`src/rtl/idlegap_pkg.sv`:
```
package idlegap_pkg;
  localparam int TERM_W = 3;
  localparam int NEG_W  = 2;

  typedef logic [TERM_W-1:0] term_t;

  typedef enum logic [1:0] {
    PH_LISTEN = 2'd0,
    PH_GAP    = 2'd1,
    PH_ISSUE  = 2'd2
  } phase_t;

  function automatic term_t sat_add(input term_t a, input term_t b);
    logic [TERM_W:0] s;
    s = {1'b0, a} + {1'b0, b};
    return s[TERM_W] ? '1 : s[TERM_W-1:0];
  endfunction

  function automatic term_t max2(input term_t a, input term_t b);
    return (a > b) ? a : b;
  endfunction
endpackage

```
`src/rtl/ig_term_calc.sv`:
```
module ig_term_calc
  import idlegap_pkg::*;
#(
  parameter int NCS = 4,
  localparam int CSW = (NCS > 1) ? $clog2(NCS) : 1
) (
  input  logic                  prev_valid,
  input  logic                  prev_write,
  input  logic [CSW-1:0]        prev_cs,
  input  logic                  next_write,
  input  logic [NCS*TERM_W-1:0] cfg_idle_min,
  input  logic [NCS-1:0]        cfg_wait_en,
  input  logic [NCS*NEG_W-1:0]  cfg_neg_ext,
  input  term_t                 pair_rr,
  input  term_t                 pair_rw,
  input  term_t                 pair_ww,
  input  term_t                 pair_wr,
  input  term_t                 int_sync,
  input  term_t                 int_extra,
  output term_t                 gap
);
  term_t idle_arr [NCS];
  term_t wn_arr   [NCS];

  for (genvar g = 0; g < NCS; g++) begin : g_space
    assign idle_arr[g] = cfg_idle_min[g*TERM_W +: TERM_W];
    assign wn_arr[g]   = sat_add(term_t'(cfg_wait_en[g]),
                                 term_t'(cfg_neg_ext[g*NEG_W +: NEG_W]));
  end

  term_t t_idle, t_wn, t_inner, t_pair, read_t, sum1, sum2;

  always_comb begin
    t_idle = idle_arr[prev_cs];
    t_wn   = wn_arr[prev_cs];
    read_t = prev_write ? term_t'(0) : term_t'(1);
    sum1   = sat_add(read_t, int_sync);
    sum2   = sat_add(sum1, int_extra);
    t_inner = (prev_write && next_write) ? term_t'(0) : sum2;
    unique case ({prev_write, next_write})
      2'b00:   t_pair = pair_rr;
      2'b01:   t_pair = pair_rw;
      2'b11:   t_pair = pair_ww;
      default: t_pair = pair_wr;
    endcase
    gap = prev_valid ? max2(max2(t_idle, t_wn), max2(t_inner, t_pair)) : term_t'(0);
  end
endmodule

```
`src/rtl/ig_idle_count.sv`:
```
module ig_idle_count
  import idlegap_pkg::*;
(
  input  logic  clk,
  input  logic  rst,
  input  logic  load,
  input  term_t load_val,
  input  logic  tick,
  output logic  last
);
  term_t cnt;

  always_ff @(posedge clk) begin
    if (rst) begin
      cnt <= '0;
    end else if (load) begin
      cnt <= load_val;
    end else if (tick && cnt != '0) begin
      cnt <= cnt - term_t'(1);
    end
  end

  assign last = (cnt == term_t'(1));
endmodule

```
`src/rtl/ig_issue_fsm.sv`:
```
module ig_issue_fsm
  import idlegap_pkg::*;
#(
  parameter int NCS = 4,
  localparam int CSW = (NCS > 1) ? $clog2(NCS) : 1
) (
  input  logic           clk,
  input  logic           rst,
  input  logic           req_valid,
  input  logic [CSW-1:0] req_cs,
  input  logic           req_write,
  input  term_t          gap,
  input  logic           cnt_last,
  output logic           cnt_load,
  output logic           cnt_tick,
  output logic           req_ready,
  output logic           idle_strobe,
  output logic [NCS-1:0] bus_cs,
  output logic           bus_write
);
  phase_t         phase;
  logic [NCS-1:0] dec;

  for (genvar g = 0; g < NCS; g++) begin : g_dec
    assign dec[g] = (req_cs == CSW'(g));
  end

  assign cnt_load = (phase == PH_LISTEN) && req_valid && (gap != '0);
  assign cnt_tick = (phase == PH_GAP);

  always_ff @(posedge clk) begin
    if (rst) begin
      phase       <= PH_LISTEN;
      req_ready   <= 1'b0;
      idle_strobe <= 1'b0;
      bus_cs      <= '0;
      bus_write   <= 1'b0;
    end else begin
      unique case (phase)
        PH_LISTEN: begin
          if (req_valid) begin
            if (gap == '0) begin
              phase     <= PH_ISSUE;
              req_ready <= 1'b1;
              bus_cs    <= dec;
              bus_write <= req_write;
            end else begin
              phase       <= PH_GAP;
              idle_strobe <= 1'b1;
            end
          end
        end
        PH_GAP: begin
          if (cnt_last) begin
            phase       <= PH_ISSUE;
            idle_strobe <= 1'b0;
            req_ready   <= 1'b1;
            bus_cs      <= dec;
            bus_write   <= req_write;
          end
        end
        default: begin
          if (req_valid) begin
            phase     <= PH_LISTEN;
            req_ready <= 1'b0;
            bus_cs    <= '0;
            bus_write <= 1'b0;
          end
        end
      endcase
    end
  end
endmodule

```
`src/rtl/idle_gap_inserter.sv`:
```
module idle_gap_inserter
  import idlegap_pkg::*;
#(
  parameter int NCS = 4,
  localparam int CSW = (NCS > 1) ? $clog2(NCS) : 1
) (
  input  logic                  clk,
  input  logic                  rst,
  input  logic                  req_valid,
  output logic                  req_ready,
  input  logic [CSW-1:0]        req_cs,
  input  logic                  req_write,
  input  logic [NCS*TERM_W-1:0] cfg_idle_min,
  input  logic [NCS-1:0]        cfg_wait_en,
  input  logic [NCS*NEG_W-1:0]  cfg_neg_ext,
  input  logic [TERM_W-1:0]     pair_rr,
  input  logic [TERM_W-1:0]     pair_rw,
  input  logic [TERM_W-1:0]     pair_ww,
  input  logic [TERM_W-1:0]     pair_wr,
  input  logic [TERM_W-1:0]     int_sync,
  input  logic [TERM_W-1:0]     int_extra,
  output logic                  idle_strobe,
  output logic [NCS-1:0]        bus_cs,
  output logic                  bus_write
);
  logic           prev_valid, prev_write;
  logic [CSW-1:0] prev_cs;
  term_t          gap;
  logic           cnt_load, cnt_tick, cnt_last;

  // history is updated only on a completed handshake
  always_ff @(posedge clk) begin
    if (rst) begin
      prev_valid <= 1'b0;
      prev_write <= 1'b0;
      prev_cs    <= '0;
    end else if (req_ready && req_valid) begin
      prev_valid <= 1'b1;
      prev_write <= req_write;
      prev_cs    <= req_cs;
    end
  end

  ig_term_calc #(.NCS(NCS)) u_calc (
    .prev_valid  (prev_valid),
    .prev_write  (prev_write),
    .prev_cs     (prev_cs),
    .next_write  (req_write),
    .cfg_idle_min(cfg_idle_min),
    .cfg_wait_en (cfg_wait_en),
    .cfg_neg_ext (cfg_neg_ext),
    .pair_rr     (pair_rr),
    .pair_rw     (pair_rw),
    .pair_ww     (pair_ww),
    .pair_wr     (pair_wr),
    .int_sync    (int_sync),
    .int_extra   (int_extra),
    .gap         (gap)
  );

  ig_idle_count u_cnt (
    .clk     (clk),
    .rst     (rst),
    .load    (cnt_load),
    .load_val(gap),
    .tick    (cnt_tick),
    .last    (cnt_last)
  );

  ig_issue_fsm #(.NCS(NCS)) u_fsm (
    .clk        (clk),
    .rst        (rst),
    .req_valid  (req_valid),
    .req_cs     (req_cs),
    .req_write  (req_write),
    .gap        (gap),
    .cnt_last   (cnt_last),
    .cnt_load   (cnt_load),
    .cnt_tick   (cnt_tick),
    .req_ready  (req_ready),
    .idle_strobe(idle_strobe),
    .bus_cs     (bus_cs),
    .bus_write  (bus_write)
  );
endmodule

```
`config.mk`:
```
export PLATFORM = sky130hd
export DESIGN_NAME = idle_gap_inserter
export DESIGN_NICKNAME = d
export VERILOG_FILES = /design/src/rtl/idlegap_pkg.sv /design/src/rtl/ig_term_calc.sv /design/src/rtl/ig_idle_count.sv /design/src/rtl/ig_issue_fsm.sv /design/src/rtl/idle_gap_inserter.sv
export SDC_FILE = /design/constraint.sdc
export NUM_CORES = 1
export LEC_CHECK = 0
export ABC_CLOCK_PERIOD_IN_PS = 9900
export CAP_MARGIN = 30
export CORE_MARGIN = 2
export CORE_UTILIZATION = 50
export DETAILED_ROUTE_END_ITERATION = 16
export GPL_ROUTABILITY_DRIVEN = 1
export MAX_ROUTING_LAYER = met4
export PLACE_DENSITY_LB_ADDON = 0.12
export REMOVE_ABC_BUFFERS = 1
export SETUP_SLACK_MARGIN = 0.1
export SLEW_MARGIN = 20
export SYNTH_ARGS = -nofsm -noshare
export SYNTH_HDL_FRONTEND = slang
export SYNTH_HIERARCHICAL = 1
export SYNTH_SLANG_ARGS = --single-unit
```
`constraint.sdc`:
```
create_clock -name clk -period 9.9 [get_ports clk]
set_input_delay 1.485 -clock clk [delete_from_list [all_inputs] [get_ports clk]]
set_output_delay 1.485 -clock clk [all_outputs]
set_load 0.01 [all_outputs]
```
# Word-level counts from Yosys, hierarchy flattened
# Cells that the tools add are included.
[classes]
addsub = 7
order_cmp = 4
eq_ne = 11
n_mux = 44
bitwise = 1
reduce_logical = 17
[ops]
columns = ["cell", "n"]
rows = [
  ["2-to-1 mux 3 bit", 17],
  ["2-to-1 mux 4 bit", 4],
  ["adder 1 x 2 -> 3 bit", 4],
  ["binary-select mux 3 bit (select 2 bit)", 2],
  ["2-to-1 mux 1 bit", 11],
  ["> comparator 3 bit", 3],
  ["one-hot mux 3 bit (3 select lines)", 1],
  ["adder 3 x 3 -> 4 bit", 2],
  ["2-to-1 mux 2 bit", 4],
  ["inequality test 2 bit (second input constant)", 4],
  ["one-hot mux 4 bit (2 select lines)", 1],
  ["AND reduction 4 bit", 2],
  ["== test 2 x 1 -> 1 bit (second input constant)", 3],
  ["== test 2 bit (second input constant)", 3],
  ["logical NOT 2 bit", 3],
  ["one-hot mux 1 bit (2 select lines)", 3],
  ["nonzero test 2 bit", 3],
  ["nonzero test 3 bit", 2],
  ["logical AND 1 bit", 5],
  ["one-hot mux 2 bit (2 select lines)", 1],
  ["== test 3 x 1 -> 1 bit (second input constant)", 1],
  [">= comparator 3 bit (second input constant)", 1],
  ["logical NOT 3 bit", 1],
  ["inverter 2 -> 3 bit", 1],
  ["other kinds (2)", 2],
]
[word_totals]
regBits = 16
inputBits = 48
out_inout_bits = 7

# Depth between registers and ports, before layout
[logic_depth]
depth_word = 15
depth_mapped = 27
mapped_depth_nobuf = 27

# Hierarchy
# Netlist, hierarchy kept.
[by_module_without_submodules]
columns = ["mod", "instances", "cells_each", "area_each_um2"]
rows = [
  ["ig_term_calc", 1, 86, 839.6],
  ["ig_issue_fsm", 1, 42, 397.9],
  ["ig_idle_count", 1, 25, 242.7],
  ["idle_gap_inserter", 1, 15, 148.9],
]

# Least setup slack after synthesis
# Ideal clock, no wire load.
[synth_timing]
kind = "input-to-reg"
startpoint = "input port int_sync[0]"
endpoint = "register u_cnt.cnt[1]"
arrival_ns = 6.148
slack_ns = 3.630
stages = 23
n_path_buf = 0
path_cell_list = "ha_1 > ha_1 > nand2b_1 > ha_1 > a21o_1 > or3_1 > o311a_1 > ha_1 > nand2_1 > o21a_1 > a31oi_1 > mux2i_1 > ha_1 > nor2b_1 > o21ai_0 > a32o_1 > nand2_1 > o22ai_1 > nor3_1 > nor3_1 > and2_1 > nor3_1 > a311o_1"
[synth_via]
elab_chain_cells = 13
word_cells_on_any_way = 14
cone_classes = "2 x add/sub; 2 x order compare; 7 x mux; 3 x reduce/logical"
[synth_rtl]
columns = ["item", "line_no", "text"]
rows = [
  ["start, declared", "idle_gap_inserter.sv:20", "input logic [TERM_W-1:0] int_sync,"],
  ["adder 3 x 3 -> 4 bit (*)", "idlegap_pkg.sv:15", "s = {1'b0, a} + {1'b0, b};"],
  ["2-to-1 mux 3 bit (*)", "idlegap_pkg.sv:16", "return s[TERM_W] ? '1 : s[TERM_W-1:0];"],
  ["adder 3 x 3 -> 4 bit (*)", "idlegap_pkg.sv:15", ""],
  ["2-to-1 mux 3 bit (*)", "idlegap_pkg.sv:16", ""],
  ["2-to-1 mux 3 bit (*)", "ig_term_calc.sv:39", "t_inner = (prev_write && next_write) ? term_t'(0) : sum2;"],
  ["> comparator 3 bit", "idlegap_pkg.sv:20", "return (a > b) ? a : b;"],
  ["2-to-1 mux 3 bit (*)", "idlegap_pkg.sv:20", ""],
  ["> comparator 3 bit", "idlegap_pkg.sv:20", ""],
  ["2-to-1 mux 3 bit (*)", "idlegap_pkg.sv:20", ""],
  ["2-to-1 mux 3 bit (*)", "ig_term_calc.sv:46", "gap = prev_valid ? max2(max2(t_idle, t_wn), max2(t_inner, t_pair)) : term_t'(0);"],
  ["net gap[1]", "idle_gap_inserter.sv:28", "term_t gap;"],
  ["nonzero test 3 bit (*)", "ig_issue_fsm.sv:28", "assign cnt_load = (phase == PH_LISTEN) && req_valid && (gap != '0);"],
  ["logical AND 1 bit (*)", "ig_issue_fsm.sv:28", ""],
  ["net cnt_load", "idle_gap_inserter.sv:29", "logic cnt_load, cnt_tick, cnt_last;"],
  ["2-to-1 mux 3 bit or nonzero test 2 bit (tied branches)", "--", ""],
  ["end signal, assigned", "ig_idle_count.sv:17", "cnt <= load_val;"],
  ["end signal, assigned", "ig_idle_count.sv:19", "cnt <= cnt - term_t'(1);"],
  ["end, declared", "ig_idle_count.sv:11", "term_t cnt;"],
]
# The timed path passes the listed nets; every way through them passes the cells marked *.
# A chain may end at the register's enable or synchronous reset.

# Final worst setup path
# Same ends and word-level chain as after synthesis.

==> impl_summary.log <==
INFO  metric antenna_found_initial = 0
INFO  metric maximum_number_of_pins_on_one_net_before_global_route_repair = 16
INFO  metric clk_path_buf_depth = 2
INFO  metric rr_worst_depth = 24
INFO  metric synth_edf_count = 0
INFO  metric timing.critical_path.to_type = register
INFO  metric clock_latency = 0.27 ns
INFO  metric fillCellCount = 250
INFO  metric post_synth.cell_area_avg = 9.70 µm²
INFO  metric port-buffer-count = 54
INFO  metric period_share = between 70 and 80%
INFO  metric final-instance-count-excl-fill = about 270
INFO  metric minimum_setup_slack_among_reg_to_reg_paths = roughly 4 ns
INFO  metric coreArea = 0.00308 mm²
INFO  metric floorplan.initialDensity = 52.9%
INFO  metric ys_async_sr_fraction = 0%
INFO  metric ys_ff_latch = 16
INFO  metric die_area = ~0.0037 mm²
INFO  metric timing.rr.start = prev_write
INFO  metric fmax = 0.143 GHz
INFO  metric postCtsHoldBufs = 0
INFO  metric dominantRegCellSynth = sky130_fd_sc_hd__dfxtp_1
INFO  metric ys_warn_count = 6
INFO  metric syn2layout_area_growth = 37.3%
INFO  metric finalWorstPathRequiredPeriod = approximately 7 ns
INFO  metric antenna_cells_inserted = 0
INFO  metric synth_top_area_share = 19.7%
INFO  metric crit_required = 10.07 ns
INFO  metric vias = 1,538
INFO  metric die-height = between 60 and 70 µm
INFO  metric syn_area = roughly 0.0016 mm²
INFO  metric power.density = 127 mW/mm²
INFO  metric cts_setup_buffers = 0
INFO  metric area_leader_netlist = sky130_fd_sc_hd__dfxtp_1
INFO  metric clock_skew = 0.00816 ns
INFO  metric design_power_total = between 0.2 and 0.3 mW
INFO  metric ir_worst_vdd = approximately 0.08 mV
INFO  metric status = finished clean
INFO  metric placement_rows = 20
INFO  metric htreeDepth = 1
INFO  metric numCtsBuffers = 3
INFO  metric placed_cells = 265
INFO  metric postSynthCellCount = 168
INFO  metric maxCapViolCount = 0
INFO  metric ant_nets = 0
INFO  metric postCtsResizedCells = 0
INFO  metric grt_pass1_wl = 6470 µm
INFO  metric power.static_leakage = 0.915 nW
INFO  metric io_pins = 55
INFO  metric yosys.cell_types.count = 45
INFO  metric timing_worst_setup_path_type = input port to register
INFO  metric grt_overflow_total = 0
INFO  metric routedWlPerCell = 15.2 µm
INFO  metric first_iter_violations = 49
INFO  metric cts.sink_count = 16
INFO  metric cts_tree = yes
INFO  metric routed_via_density = 5.74
INFO  metric final_max_slew_viol_count = 0
INFO  metric root_buffer = sky130_fd_sc_hd__clkbuf_4
INFO  metric detailed_place_hpwl = 3360 µm
INFO  metric dr.pass1.iters = 4
INFO  metric final_layout_size_suffix_gt1_share = 8.93%
INFO  metric hold_path.class = register to register
INFO  metric ys_top_cells_by_area = sky130_fd_sc_hd__dfxtp_1 20%, sky130_fd_sc_hd__ha_1 19%, sky130_fd_sc_hd__mux4_2 6.9%, sky130_fd_sc_hd__mux4_1 6.5%, sky130_fd_sc_hd__mux2i_1 4.9%
INFO  metric synth.yosys.seq_area_share = 19.7%
INFO  metric final-hold-violation-count = 0
INFO  metric crit_end = u_cnt/cnt[1]
INFO  metric start_kind = input port
INFO  metric cts.clk_slew.worst_paths = approximately 0.090 ns
INFO  metric worst_slew_margin_rel = approximately three fifths
INFO  metric tightestPinTransition = 0.626 ns
INFO  metric post-route-util = 72.6%
INFO  metric routed_wl = 4070 µm
INFO  metric gp_routability_congestion = around 0.85
INFO  metric totalNegativeSetupSlack = 0 ns
INFO  metric cp_data_arrival_time = 7.15 ns
INFO  metric timing.hold.worst_path_depth = 2
INFO  metric setup_viol = 0
INFO  metric worstReg2RegEnd = u_cnt/cnt[1]
INFO  metric rsz_0062_raised_after_global_routing = false
INFO  metric chipWidth = 61.1 µm
INFO  metric startpoint = int_sync[0]
INFO  metric largest_fanout_on_the_critical_path = 9
INFO  metric grt_pass1_vias = 1,608
INFO  metric final_net_count = 300
INFO  metric drc = 0
INFO  metric gr-usage-all-layers = 23.4%
[report_power, final]
| part | leakage (nW) | internal, mW | switching (mW) |
|---|---|---|---|
| clock network | 0.0138 | 0.0141 | 0.0176 |
| logic | 0.771 | 0.0865 | 0.0808 |
| registers | 0.131 | 0.0734 | 0.0113 |
| total | 0.915 | 0.174 | 0.110 |
[state kept, by name, summed over array words and instances (netlist names)]
| name | cells |
|---|---|
| u_fsm/bus_cs | 4 |
| u_cnt/cnt | 3 |
| prev_cs | 2 |
| u_fsm/phase | 2 |
| prev_valid | 1 |
| prev_write | 1 |
| u_fsm/bus_write | 1 |
| u_fsm/idle_strobe | 1 |
| u_fsm/req_ready | 1 |
[synth_stat cells, types with 2 or more instances]
cell type	number
sky130_fd_sc_hd__nand2b_1	4
sky130_fd_sc_hd__mux4_2	5
sky130_fd_sc_hd__a21oi_1	13
sky130_fd_sc_hd__o21ai_0	3
sky130_fd_sc_hd__o21a_1	3
sky130_fd_sc_hd__inv_1	14
sky130_fd_sc_hd__dfxtp_1	16
sky130_fd_sc_hd__nand3b_1	2
sky130_fd_sc_hd__a21bo_1	3
sky130_fd_sc_hd__mux2i_1	8
sky130_fd_sc_hd__ha_1	25
sky130_fd_sc_hd__nand3_1	8
sky130_fd_sc_hd__nor2_1	7
sky130_fd_sc_hd__mux4_1	4
sky130_fd_sc_hd__nor3_1	5
sky130_fd_sc_hd__nor2b_1	2
sky130_fd_sc_hd__and2_1	3
sky130_fd_sc_hd__nand2_1	16
[cell type report]
cell class,count,area [µm²],area share (%)
Inverter,14,52.6,2.35
Clock buffer,3,22.5,1.01
Timing Repair Buffer,54,541,24.2
Sequential cell,16,320,14.3
Multi-Input combinational cell,137,1240,55.7
Tap cell,44,55.1,2.46
[layer usage]
metal  up-vias  share of wire, %  GRT usage [%]
met3         4               5.7           2.73
li1        749                 -              -
met4         0              0.52           5.28
met2        53                53           46.4
met1       732                40           24.1
met5         -                 0              -
[cell usage in the layout (no fill, tap or decap), types with 2 or more instances in the layout]
cell type                         synthesis  routed
sky130_fd_sc_hd__clkdlybuf4s50_1          0      54
sky130_fd_sc_hd__ha_1                    25      25
sky130_fd_sc_hd__dfxtp_1                 16      16
sky130_fd_sc_hd__nand2_1                 16      16
sky130_fd_sc_hd__inv_1                   14      14
sky130_fd_sc_hd__a21oi_1                 13      13
sky130_fd_sc_hd__nand3_1                  8       8
sky130_fd_sc_hd__mux2i_1                  8       8
sky130_fd_sc_hd__nor2_1                   7       7
sky130_fd_sc_hd__mux4_2                   5       5
sky130_fd_sc_hd__nor3_1                   5       5
sky130_fd_sc_hd__mux4_1                   4       4
sky130_fd_sc_hd__nand2b_1                 4       4
sky130_fd_sc_hd__a21bo_1                  3       3
sky130_fd_sc_hd__clkbuf_4                 0       3
sky130_fd_sc_hd__o21ai_0                  3       3
sky130_fd_sc_hd__o21a_1                   3       3
sky130_fd_sc_hd__and2_1                   3       3
sky130_fd_sc_hd__nand3b_1                 2       2
sky130_fd_sc_hd__nor2b_1                  2       2
[cells by family (layout without fill, tap and decap cells)]
family | count (synthesis) | count (layout) | synth area share [%]
and+or+nand+nor | 56 | 56 | 19.1
AOI/OAI and AO/OA | 35 | 35 | 16.1
adders and majority gates | 26 | 26 | 20.4
muxes | 20 | 20 | 20.7
DFF | 16 | 16 | 19.7
buffers and inverters | 15 | 71 | 3.92
[how the worst min path moves through the flow]
| stage | start | endpoint | slack [ns] |
|---|---|---|---|
| finish | u_fsm/bus_cs[0] | u_fsm/bus_cs[0] | 0.47 |
| CTS | u_fsm/bus_write | u_fsm/bus_write | 0.47 |
| floorplan | u_fsm/bus_cs[0] | u_fsm/bus_cs[0] | 0.48 |
| global route | u_fsm/bus_write | u_fsm/bus_write | 0.48 |
| global placement | u_fsm/bus_cs[3] | u_fsm/bus_cs[3] | 0.45 |
| detailed placement | u_fsm/bus_write | u_fsm/bus_write | 0.45 |
[critical path, stage by stage]
cell	delay, ns
sky130_fd_sc_hd__clkdlybuf4s50_1	0.41
sky130_fd_sc_hd__ha_1	0.24
sky130_fd_sc_hd__ha_1	0.27
sky130_fd_sc_hd__nand2b_1	0.18
sky130_fd_sc_hd__ha_1	0.29
sky130_fd_sc_hd__a21o_1	0.17
sky130_fd_sc_hd__or3_1	0.37
sky130_fd_sc_hd__o311a_1	0.14
sky130_fd_sc_hd__ha_1	0.34
sky130_fd_sc_hd__nand2_1	0.07
sky130_fd_sc_hd__o21a_1	0.19
sky130_fd_sc_hd__a31oi_1	0.24
sky130_fd_sc_hd__mux2i_1	0.27
sky130_fd_sc_hd__ha_1	0.28
sky130_fd_sc_hd__nor2b_1	0.14
sky130_fd_sc_hd__o21ai_0	0.24
sky130_fd_sc_hd__a32o_1	0.19
sky130_fd_sc_hd__nand2_1	0.09
sky130_fd_sc_hd__o22ai_1	0.21
sky130_fd_sc_hd__nor3_1	0.09
sky130_fd_sc_hd__nor3_1	0.37
sky130_fd_sc_hd__and2_1	0.39
sky130_fd_sc_hd__nor3_1	0.11
sky130_fd_sc_hd__a311o_1	0.37
[per-stage QoR]
step	hold slack, ns	cell area (µm²)	setup slack [ns]
after floorplan	0.479	1620	3.63
after global placement	0.445	2210	2.98
after detailed placement	0.453	2210	2.69
after CTS	0.468	2240	2.96
after global routing	0.482	2240	2.50
final	0.468	2240	2.92
Note: power is estimated with default switching activity, not from simulation.
